File: config.mk
export PLATFORM = sky130hd
export DESIGN_NAME = aud_ser_tx
export DESIGN_NICKNAME = d
export VERILOG_FILES = /design/src/rtl/aud_ser_pkg.sv /design/src/rtl/aud_ser_sync.sv /design/src/rtl/aud_ser_slot.sv /design/src/rtl/aud_ser_pick.sv /design/src/rtl/aud_ser_tx.sv
export SDC_FILE = /design/constraint.sdc
export NUM_CORES = 1
export LEC_CHECK = 0
export BUFFER_PORTS_ARGS = -buffer_cell sky130_fd_sc_hd__buf_2
export CAP_MARGIN = 40
export CORE_AREA = 5 5 113 115
export CTS_BUF_LIST = sky130_fd_sc_hd__clkbuf_4
export DETAILED_ROUTE_END_ITERATION = 10
export DIE_AREA = 0 0 118 120
export PLACE_DENSITY = 0.75
export SYNTH_ARGS = -nofsm -noshare
export SYNTH_HDL_FRONTEND = slang
export SYNTH_SLANG_ARGS = --single-unit
File: constraint.sdc
create_clock -name clk_i -period 14.8 [get_ports clk_i]
set_clock_uncertainty 0.05 [all_clocks]
set_input_delay 1.48 -clock clk_i [delete_from_list [all_inputs] [get_ports clk_i]]
set_output_delay 1.48 -clock clk_i [all_outputs]
set_load 0.05 [all_outputs]
File: src/rtl/aud_ser_pkg.sv
package aud_ser_pkg;

  typedef enum logic [2:0] {
    FMT_I2S   = 3'd0,
    FMT_LJ    = 3'd1,
    FMT_RJ    = 3'd2,
    FMT_DSP_A = 3'd3,
    FMT_DSP_B = 3'd4
  } fmt_e;

  localparam int unsigned WBITS_W = 6;

  function automatic logic [WBITS_W-1:0] wsel_bits(input logic [1:0] sel);
    case (sel)
      2'd0:    return 6'd16;
      2'd1:    return 6'd20;
      2'd2:    return 6'd24;
      default: return 6'd32;
    endcase
  endfunction

  function automatic logic fmt_is_dsp(input fmt_e f);
    return (f == FMT_DSP_A) || (f == FMT_DSP_B);
  endfunction

  // formats whose stream is the base stream shifted by one slot
  function automatic logic fmt_is_late(input fmt_e f);
    return (f == FMT_I2S) || (f == FMT_DSP_A);
  endfunction

endpackage

File: src/rtl/aud_ser_sync.sv
module aud_ser_sync (
  input  logic clk_i,
  input  logic rst_ni,
  input  logic bclk_i,
  input  logic frame_i,
  input  logic bclk_inv_i,
  input  logic frame_inv_i,
  output logic launch_o,
  output logic ws_o
);
  logic b_q, f_q, bn_d_q, bn;

  assign bn       = b_q ^ bclk_inv_i;
  assign launch_o = bn_d_q & ~bn;
  assign ws_o     = f_q ^ frame_inv_i;

  always_ff @(posedge clk_i or negedge rst_ni) begin
    if (!rst_ni) begin
      b_q    <= 1'b0;
      f_q    <= 1'b0;
      bn_d_q <= 1'b0;
    end else begin
      b_q    <= bclk_i;
      f_q    <= frame_i;
      bn_d_q <= bn;
    end
  end
endmodule

File: src/rtl/aud_ser_slot.sv
module aud_ser_slot #(
  parameter int CNT_W = 8
) (
  input  logic             clk_i,
  input  logic             rst_ni,
  input  logic             launch_i,
  input  logic             trans_i,
  input  logic             rise_i,
  input  logic             dsp_i,
  output logic [CNT_W-1:0] pos_o,
  output logic [CNT_W-1:0] len_o
);
  logic [CNT_W-1:0] hc_q, dp_q, len_q, cur_hc, cur_dp;

  function automatic logic [CNT_W-1:0] sat_inc(input logic [CNT_W-1:0] x);
    return (x == '1) ? x : x + 1'b1;
  endfunction

  assign cur_hc = trans_i ? '0 : hc_q;
  assign cur_dp = rise_i  ? '0 : dp_q;
  assign pos_o  = dsp_i ? cur_dp : cur_hc;
  // slots in the half just closed
  assign len_o  = trans_i ? hc_q : len_q;

  always_ff @(posedge clk_i or negedge rst_ni) begin
    if (!rst_ni) begin
      hc_q  <= '0;
      dp_q  <= '0;
      len_q <= '0;
    end else if (launch_i) begin
      hc_q <= sat_inc(cur_hc);
      dp_q <= sat_inc(cur_dp);
      if (trans_i) len_q <= hc_q;
    end
  end
endmodule

File: src/rtl/aud_ser_pick.sv
module aud_ser_pick
  import aud_ser_pkg::*;
#(
  parameter int SAMPLE_W = 32,
  parameter int CNT_W    = 8
) (
  input  fmt_e                fmt_i,
  input  logic [WBITS_W-1:0]  wbits_i,
  input  logic                ch_i,
  input  logic [CNT_W-1:0]    pos_i,
  input  logic [CNT_W-1:0]    len_i,
  input  logic [SAMPLE_W-1:0] left_i,
  input  logic [SAMPLE_W-1:0] right_i,
  output logic                bit_o
);
  localparam int EW    = CNT_W + 1;
  localparam int IDX_W = $clog2(SAMPLE_W);

  logic [EW-1:0] p, w, l, w2, idx;
  logic          hit, use_r;
  logic [SAMPLE_W-1:0] word;

  assign p  = {1'b0, pos_i};
  assign l  = {1'b0, len_i};
  assign w  = EW'(wbits_i);
  assign w2 = w << 1;

  always_comb begin
    hit   = 1'b0;
    use_r = ch_i;
    idx   = '0;
    case (fmt_i)
      FMT_RJ: begin
        if ((p < l) && ((l - 1'b1 - p) < w)) begin
          hit = 1'b1;
          idx = l - 1'b1 - p;
        end
      end
      FMT_DSP_A, FMT_DSP_B: begin
        if (p < w) begin
          hit = 1'b1; use_r = 1'b0; idx = w - 1'b1 - p;
        end else if (p < w2) begin
          hit = 1'b1; use_r = 1'b1; idx = w2 - 1'b1 - p;
        end
      end
      default: begin
        if (p < w) begin
          hit = 1'b1;
          idx = w - 1'b1 - p;
        end
      end
    endcase
    word  = use_r ? right_i : left_i;
    bit_o = hit ? word[idx[IDX_W-1:0]] : 1'b0;
  end
endmodule

File: src/rtl/aud_ser_tx.sv
module aud_ser_tx
  import aud_ser_pkg::*;
#(
  parameter int SAMPLE_W = 32,
  parameter int CNT_W    = 8
) (
  input  logic                clk_i,
  input  logic                rst_ni,
  input  logic                bclk_i,
  input  logic                frame_i,
  input  logic [2:0]          fmt_i,
  input  logic [1:0]          wsel_i,
  input  logic                bclk_inv_i,
  input  logic                frame_inv_i,
  input  logic [SAMPLE_W-1:0] left_i,
  input  logic [SAMPLE_W-1:0] right_i,
  input  logic                valid_i,
  output logic                ready_o,
  input  logic                underrun_clr_i,
  output logic                sdata_o,
  output logic                underrun_o
);
  logic launch, ws, prev_ws_q;
  logic trans, rise, fall, fs_evt, is_dsp_q;
  fmt_e fmt_q, fmt_eff;
  logic [1:0] wsel_q, wsel_eff;
  logic [SAMPLE_W-1:0] left_q, right_q, left_eff, right_eff;
  logic [CNT_W-1:0] pos, len;
  logic raw, d1_q, sdata_q, unr_q;

  aud_ser_sync u_sync (
    .clk_i      (clk_i),
    .rst_ni     (rst_ni),
    .bclk_i     (bclk_i),
    .frame_i    (frame_i),
    .bclk_inv_i (bclk_inv_i),
    .frame_inv_i(frame_inv_i),
    .launch_o   (launch),
    .ws_o       (ws)
  );

  assign is_dsp_q = fmt_is_dsp(fmt_q);
  assign trans    = launch && (ws != prev_ws_q);
  assign rise     = trans && ws;
  assign fall     = trans && !ws;
  // frame start judged by the format in force
  assign fs_evt   = is_dsp_q ? rise : fall;
  assign ready_o  = fs_evt;

  // bypass so the first slot of a frame uses the newly taken settings
  assign fmt_eff   = fs_evt ? fmt_e'(fmt_i) : fmt_q;
  assign wsel_eff  = fs_evt ? wsel_i : wsel_q;
  assign left_eff  = fs_evt ? (valid_i ? left_i  : '0) : left_q;
  assign right_eff = fs_evt ? (valid_i ? right_i : '0) : right_q;

  aud_ser_slot #(.CNT_W(CNT_W)) u_slot (
    .clk_i   (clk_i),
    .rst_ni  (rst_ni),
    .launch_i(launch),
    .trans_i (trans),
    .rise_i  (rise),
    .dsp_i   (is_dsp_q),
    .pos_o   (pos),
    .len_o   (len)
  );

  aud_ser_pick #(.SAMPLE_W(SAMPLE_W), .CNT_W(CNT_W)) u_pick (
    .fmt_i  (fmt_eff),
    .wbits_i(wsel_bits(wsel_eff)),
    .ch_i   (ws),
    .pos_i  (pos),
    .len_i  (len),
    .left_i (left_eff),
    .right_i(right_eff),
    .bit_o  (raw)
  );

  always_ff @(posedge clk_i or negedge rst_ni) begin
    if (!rst_ni) begin
      prev_ws_q <= 1'b0;
      fmt_q     <= FMT_I2S;
      wsel_q    <= 2'd3;
      left_q    <= '0;
      right_q   <= '0;
      d1_q      <= 1'b0;
      sdata_q   <= 1'b0;
    end else if (launch) begin
      prev_ws_q <= ws;
      d1_q      <= raw;
      sdata_q   <= fmt_is_late(fmt_eff) ? d1_q : raw;
      if (fs_evt) begin
        fmt_q   <= fmt_eff;
        wsel_q  <= wsel_eff;
        left_q  <= left_eff;
        right_q <= right_eff;
      end
    end
  end

  always_ff @(posedge clk_i or negedge rst_ni) begin
    if (!rst_ni)                 unr_q <= 1'b0;
    else if (fs_evt && !valid_i) unr_q <= 1'b1;
    else if (underrun_clr_i)     unr_q <= 1'b0;
  end

  assign sdata_o    = sdata_q;
  assign underrun_o = unr_q;
endmodule

## Word level (Yosys, flattened, before mapping)

Cells that the tools add are included.

- Add/subtract/negate cells: 8
- Multipliers: 0
- Divide/modulo/power cells: 0
- Magnitude comparators: 5
- Equal/unequal tests: 10
- Shift operators: 0
- Muxes and demuxes: 34
- Bitwise gates (word level): 4
- Reduce and logical (&&, ||, !) cells: 14

Operator list:

| kind | count |
|---|---|
| 2-to-1 mux 32 bit | 5 |
| 2-to-1 mux 8 bit | 6 |
| 2-to-1 mux 5 bit | 4 |
| case mux 6 bit (3 select lines) | 1 |
| adder 8 x 1 -> 8 bit (second input constant) | 2 |
| equality test 8 bit (second input constant) | 2 |
| 2-to-1 mux 1 bit | 13 |
| case mux 5 bit (2 select lines) | 1 |
| subtractor 5 x 1 -> 5 bit (second input constant) | 2 |
| subtractor 5 bit | 2 |
| equality test 3 x 2 -> 1 bit (second input constant) | 3 |
| < comparator 9 x 6 -> 1 bit | 1 |
| subtractor 8 x 1 -> 9 bit (second input constant) | 1 |
| subtractor 9 x 8 -> 9 bit | 1 |
| < comparator 8 x 6 -> 1 bit | 1 |
| < comparator 8 x 7 -> 1 bit | 1 |
| < comparator 8 bit | 1 |
| equality test 3 bit (second input constant) | 2 |
| < comparator 5 x 6 -> 1 bit (second input constant) | 1 |
| binary-select mux 1 bit (select 5 bit) | 1 |
| logical AND 1 bit | 5 |
| zero test 3 bit | 1 |
| 2-to-1 mux 3 bit | 1 |
| equality test 2 x 1 -> 1 bit (second input constant) | 1 |
| 13 further kinds | 16 |

- Register bits after elaboration: 100
- Latch bits: 0
- Memory bits (writable): 0
- Memory bits (read-only): 0
- Input port bits: 77
- Output and inout port bits: 3
- Memories: 0

## Longest topological paths before layout

- Word-level depth: 18
- Depth in mapped cells: 27

## Cells and area by module

From an unflattened synthesis, not the netlist that was laid out.

- Cells, all modules: 824
- Area total of the unflattened synthesis: 7,775.0 um^2

Modules (own cells, without submodules):

| module | times used | cells an instance | area an instance (um^2) | seq. area each (um^2) |
|---|---|---|---|---|
| aud_ser_tx | 1 | 400 | 4,111.4 | 1,829.3 |
| aud_ser_pick | 1 | 274 | 2,158.3 | 0.0 |
| aud_ser_slot | 1 | 143 | 1,405.1 | 600.6 |
| aud_ser_sync | 1 | 7 | 100.1 | 75.1 |

## Worst setup path after synthesis

No wires, ideal clock.

- Path type: input-to-reg
- Start point: in frame_inv_i
- End point: reg sdata_q (netlist: sdata_o)
- Arrival: 6,116 ps
- Required time: 14,612 ps
- Setup slack: 8,496 ps
- Stages on the path: 26
- Buffers on the path: 3
- Cells stage by stage: xor3_1 and3_1 buf_6 nor2_1 a22o_1 ha_1 ha_1 o211ai_1 o221ai_4 xor2_1 ha_1 a21o_1 nand2_1 o2111ai_1 a311oi_1 o21ai_0 nor2_1 and4_4 buf_6 a41o_1 buf_2 mux2i_1 mux2i_1 a41o_1 nor4_1 a31oi_1

- Word-level cells in the longest chain between the ends: 17

RTL lines:

| element | line | text |
|---|---|---|
| start: declaration | aud_ser_tx.sv:14 | `input logic frame_inv_i,` |
| XOR 1 bit (*) | aud_ser_sync.sv:15 | `assign ws_o = f_q ^ frame_inv_i;` |
| parallel branches: the longest is 15 deep, another holds subtractor 8 x 1 -> 9 bit | - |  |
| 2-to-1 mux 1 bit (*) | aud_ser_tx.sv:90 | `sdata_q <= fmt_is_late(fmt_eff) ? d1_q : raw;` |
| end signal: assignment | aud_ser_tx.sv:90 |  |
| end: declaration | aud_ser_tx.sv:29 | `logic raw, d1_q, sdata_q, unr_q;` |

Every way passes the cells marked *. The select of a mux whose other input is x is not followed.
A chain may end at the register's enable or synchronous reset.

## Worst setup path in the final report

- Start point: in bclk_inv_i
- End point: reg sdata_q (netlist: sdata_o)

- Word-level cells in the longest chain between the ends: 18

RTL lines:

| element | line | text |
|---|---|---|
| start: declaration | aud_ser_tx.sv:13 | `input logic bclk_inv_i,` |
| XOR 1 bit (*) | aud_ser_sync.sv:13 | `assign bn = b_q ^ bclk_inv_i;` |
| NOT 1 bit (*) | aud_ser_sync.sv:14 | `assign launch_o = bn_d_q & ~bn;` |
| bitwise AND 1 bit (*) | aud_ser_sync.sv:14 |  |
| parallel branches: the longest is 15 deep, another holds subtractor 8 x 1 -> 9 bit | - |  |

Marks and branches as above.

==> metrics.csv <==
stage,metric,value,unit
status,status,finished clean,
timing,fin crit share,0.472,
timing,Final TNS setup,0,ns
setup_path,cell mode on critical path,ha_1,
timing,Final Hold Fails,0,
place,detailed placer's ending HPWL,11.3,mm
drt,residual DRC count,0,
power,peak supply drop,0.112,mV
synth,asr flop ratio synth,1.00,
global_routing,pin count of the biggest net entering global routing,72,
cts,clk slew on worst S/H paths,0.16,ns
synth,synth warn,0,
drt,vias,5428,
timing,fmax,143,MHz
finish,Nets,885,
synth,post-synthesis cell type count,81,
synth,sequential area share after synthesis,0.400,
setup_path,CP Launch Type,input port,
synth,"top cells by area, synth","dfrtp_1 (39%), nand2_1 (11%), nand3_1 (6.5%)",
synth,"Top FF cell, synth",dfrtp_1,
timing,Worst-Margin Slew,0.832,ns
drt,wire length per cell,16.3,um
setup_path,"critical path fanouts, max",17,
synth,synthesized net count,830,
cts,CTS root buf,clkbuf_4,
cts,post-CTS sizing,0,
floorplan,Core Region,11700,sq um
floorplan,Initial Util,0.535,
global_routing,initial antenna violation count,0,
place,Final GP Congestion,0.927,
timing,# setup viols final,0,
power,total power,1540,uW
synth,gate count after technology mapping,727,
floorplan,Die Height,120,um
flow_run,max-cap violations,0,
power,power per cell area,224,nW/um^2
global_routing,vias in the first global route,5162,
setup_path,CP max-delay cell,and3_1,
finish,Syn-to-layout area delta,9.94,%
cts,clock sinks,100,
timing,fin crit period,6.99,ns
global_routing,global-route wire length before repair,25.6,mm
hold_path,worst hold path class,reg2reg,
drt,first drt pass iteration count,5,
global_routing,total grt overflow,0,
drt,Vias per Instance,5.81,
synth,Post-synth EDFFs,0,
setup_path,Crit. End Element,register,
cts,CTS HTree Levels,3,
synth,Yosys top cell by area,dfrtp_1,
setup_path,WP data arrival,7.31,ns
floorplan,num rows,40,
drt,post-route ant nets,0,
drt,DRT iter0 DRCs,388,
cts,hold_buf cts,0,
finish,layout cells sized above 1,0.170,
finish,most frequent cells in the layout,"nand2_1 (181), dfrtp_1 (98), nand3_1 (82), buf_2 (78), nor2_1 (36)",
timing,Slew headroom,0.439,
cts,CTS Buffer Depth,2,
setup_path,max incr delay on CP,0.61,ns
floorplan,Die X,118,um
floorplan,die area,14200,sq um
finish,diode count,0,
synth,Seq cells post-synth,100,
power,P_leak,0.00353,uW
drt,WL final,15.2,mm
timing,count of pins over their slew limit,0,
synth,Syn Area/Cell,8.62,sq um
synth,area share of the largest cell type after synthesis,0.391,
synth,Mapped Area,6270,sq um
cts,CTS tree,yes,
cts,worst skew pair latency,0.49,ns
setup_path,worst path cell trace,buf_2 > xnor2_2 > and3_1 > nor2_1 > a22o_1 > ha_1 > ha_1 > o211ai_1 > o221ai_4 > xor2_1 > ha_1 > a21o_1 > nand2_1 > o2111ai_1 > a311oi_1 > o21ai_0 > nor2_1 > and4_4 > a41oi_4 > mux4_1 > mux2i_1 > a211oi_1 > nor4_1 > a31oi_1,
place,PortBufs,79,
finish,"commonest non-fill, non-tap cell in the layout",nand2_1,
global_routing,aggregate global-route resource usage,0.218,
cts,postcts setup bufs,0,
setup_path,WS Path Type,in2reg,
setup_path,"Data required, critical path",15.13,ns
timing,RSZ-0062 raised after global routing,no,
cts,Num CTS Buffers,9,
floorplan,# IOs,80,
==> through the flow <==
| stage | setup WS [ns] | instances | hold slack, ns | cell area, sq um | util |
|---|---|---|---|---|---|
| 2_1_floorplan | 8.50 | 727 | 0.376 | 6270 | - |
| 3_3_place_gp | 7.50 | 915 | 0.389 | 6690 | 0.571 |
| 3_5_place_dp | 7.36 | 918 | 0.397 | 6740 | 0.576 |
| 4_1_cts | 7.88 | 934 | 0.432 | 6890 | 0.588 |
| 5_1_grt | 7.34 | 934 | 0.453 | 6890 | 0.588 |
| 6_report | 7.81 | 934 | 0.429 | 6890 | 0.588 |
==> worst max-delay path: cells and delay by family <==
kind                     cells  cell delay [ns]
XOR/XNOR                     2             0.63
adder cells (fa/ha/maj)      3             0.87
multiplexers                 2             0.76
buffers and inverters        1             0.11
AND/OR/NAND/NOR              6             1.57
AO/OA/AOI/OAI               10             1.87
==> where the power goes <==
group,internal [uW],switching [uW],total [uW]
clock network,54.2,101,156
registers,361,52.1,413
logic,389,587,976
==> cell usage after synthesis, types with 4 or more instances <==
library cell  number
o2111ai_1          5
xnor2_1            6
dfrtp_1           98
nor2_1            36
clkbuf_1          23
a21oi_1           19
xor2_1             9
o31ai_1            5
nand2b_1           4
nand4_1            9
nor3_1             7
buf_2              8
or3_1              4
buf_1              7
a21o_1             5
o21ai_0           30
mux2i_1           19
o211ai_1           5
a22o_1             4
and2_1             4
ha_1              26
mux4_1             5
a31oi_1           13
nand3_1           82
nand2_1          181
inv_1             28
buf_6              4
and3_1             7
==> path summary, 6_finish.rpt <==
path                        startpoint           to  slack (ns)  cells past startpoint
setup / recovery            bclk_inv_i      sdata_o        7.81                     24
hold / removal             right_q[20]  right_q[20]        0.43                      2
setup reg to reg             prev_ws_q      sdata_o        8.35                     23
hold reg to reg            right_q[20]  right_q[20]        0.43                      2
max in group asynchronous       rst_ni    wsel_q[1]       12.98                      3
min in group asynchronous       rst_ni    prev_ws_q        0.83                      1
==> logic make-up (layout without fill, tap and decap cells) <==
family                   after synthesis  after routing  share of synthesized area
flip-flops                           100            100                      0.400
buffers and inverters                 73            133                     0.0509
AO/OA/AOI/OAI                        118            118                      0.137
AND/OR/NAND/NOR                      364            364                      0.270
multiplexers                          28             28                     0.0607
XOR/XNOR                              18             18                     0.0300
adder cells (fa/ha/maj)               26             26                     0.0519
==> layer usage <==
| layer | share of wire | track usage |
|---|---|---|
| met1 | 0.46 | 0.300 |
| met2 | 0.46 | 0.339 |
| met3 | 0.064 | 0.0471 |
| met4 | 0.018 | 0.0781 |
| met5 | 0 | 0 |
==> sequential cells by signal, summed over array words and instances (netlist names) <==
register and flops:
prev_ws_q 1, sdata_o 1, u_sync.bn_d_q 1, u_slot.hc_q 8, u_sync.f_q 1, left_q 32, u_slot.len_q 8, right_q 32
underrun_o 1, u_slot.dp_q 8, u_sync.b_q 1, fmt_q 3, wsel_q 2, d1_q 1
==> cell type report <==
cell class	instances	area, sq um
repair buffers	86	483
clock inverters	7	80.1
fillers	1063	4820
inverters	31	121
well taps	147	184
clock buffers	9	67.6
flip-flops and latches	100	2500
multi-input cells	554	3450
(Power assumes the default switching activity.)
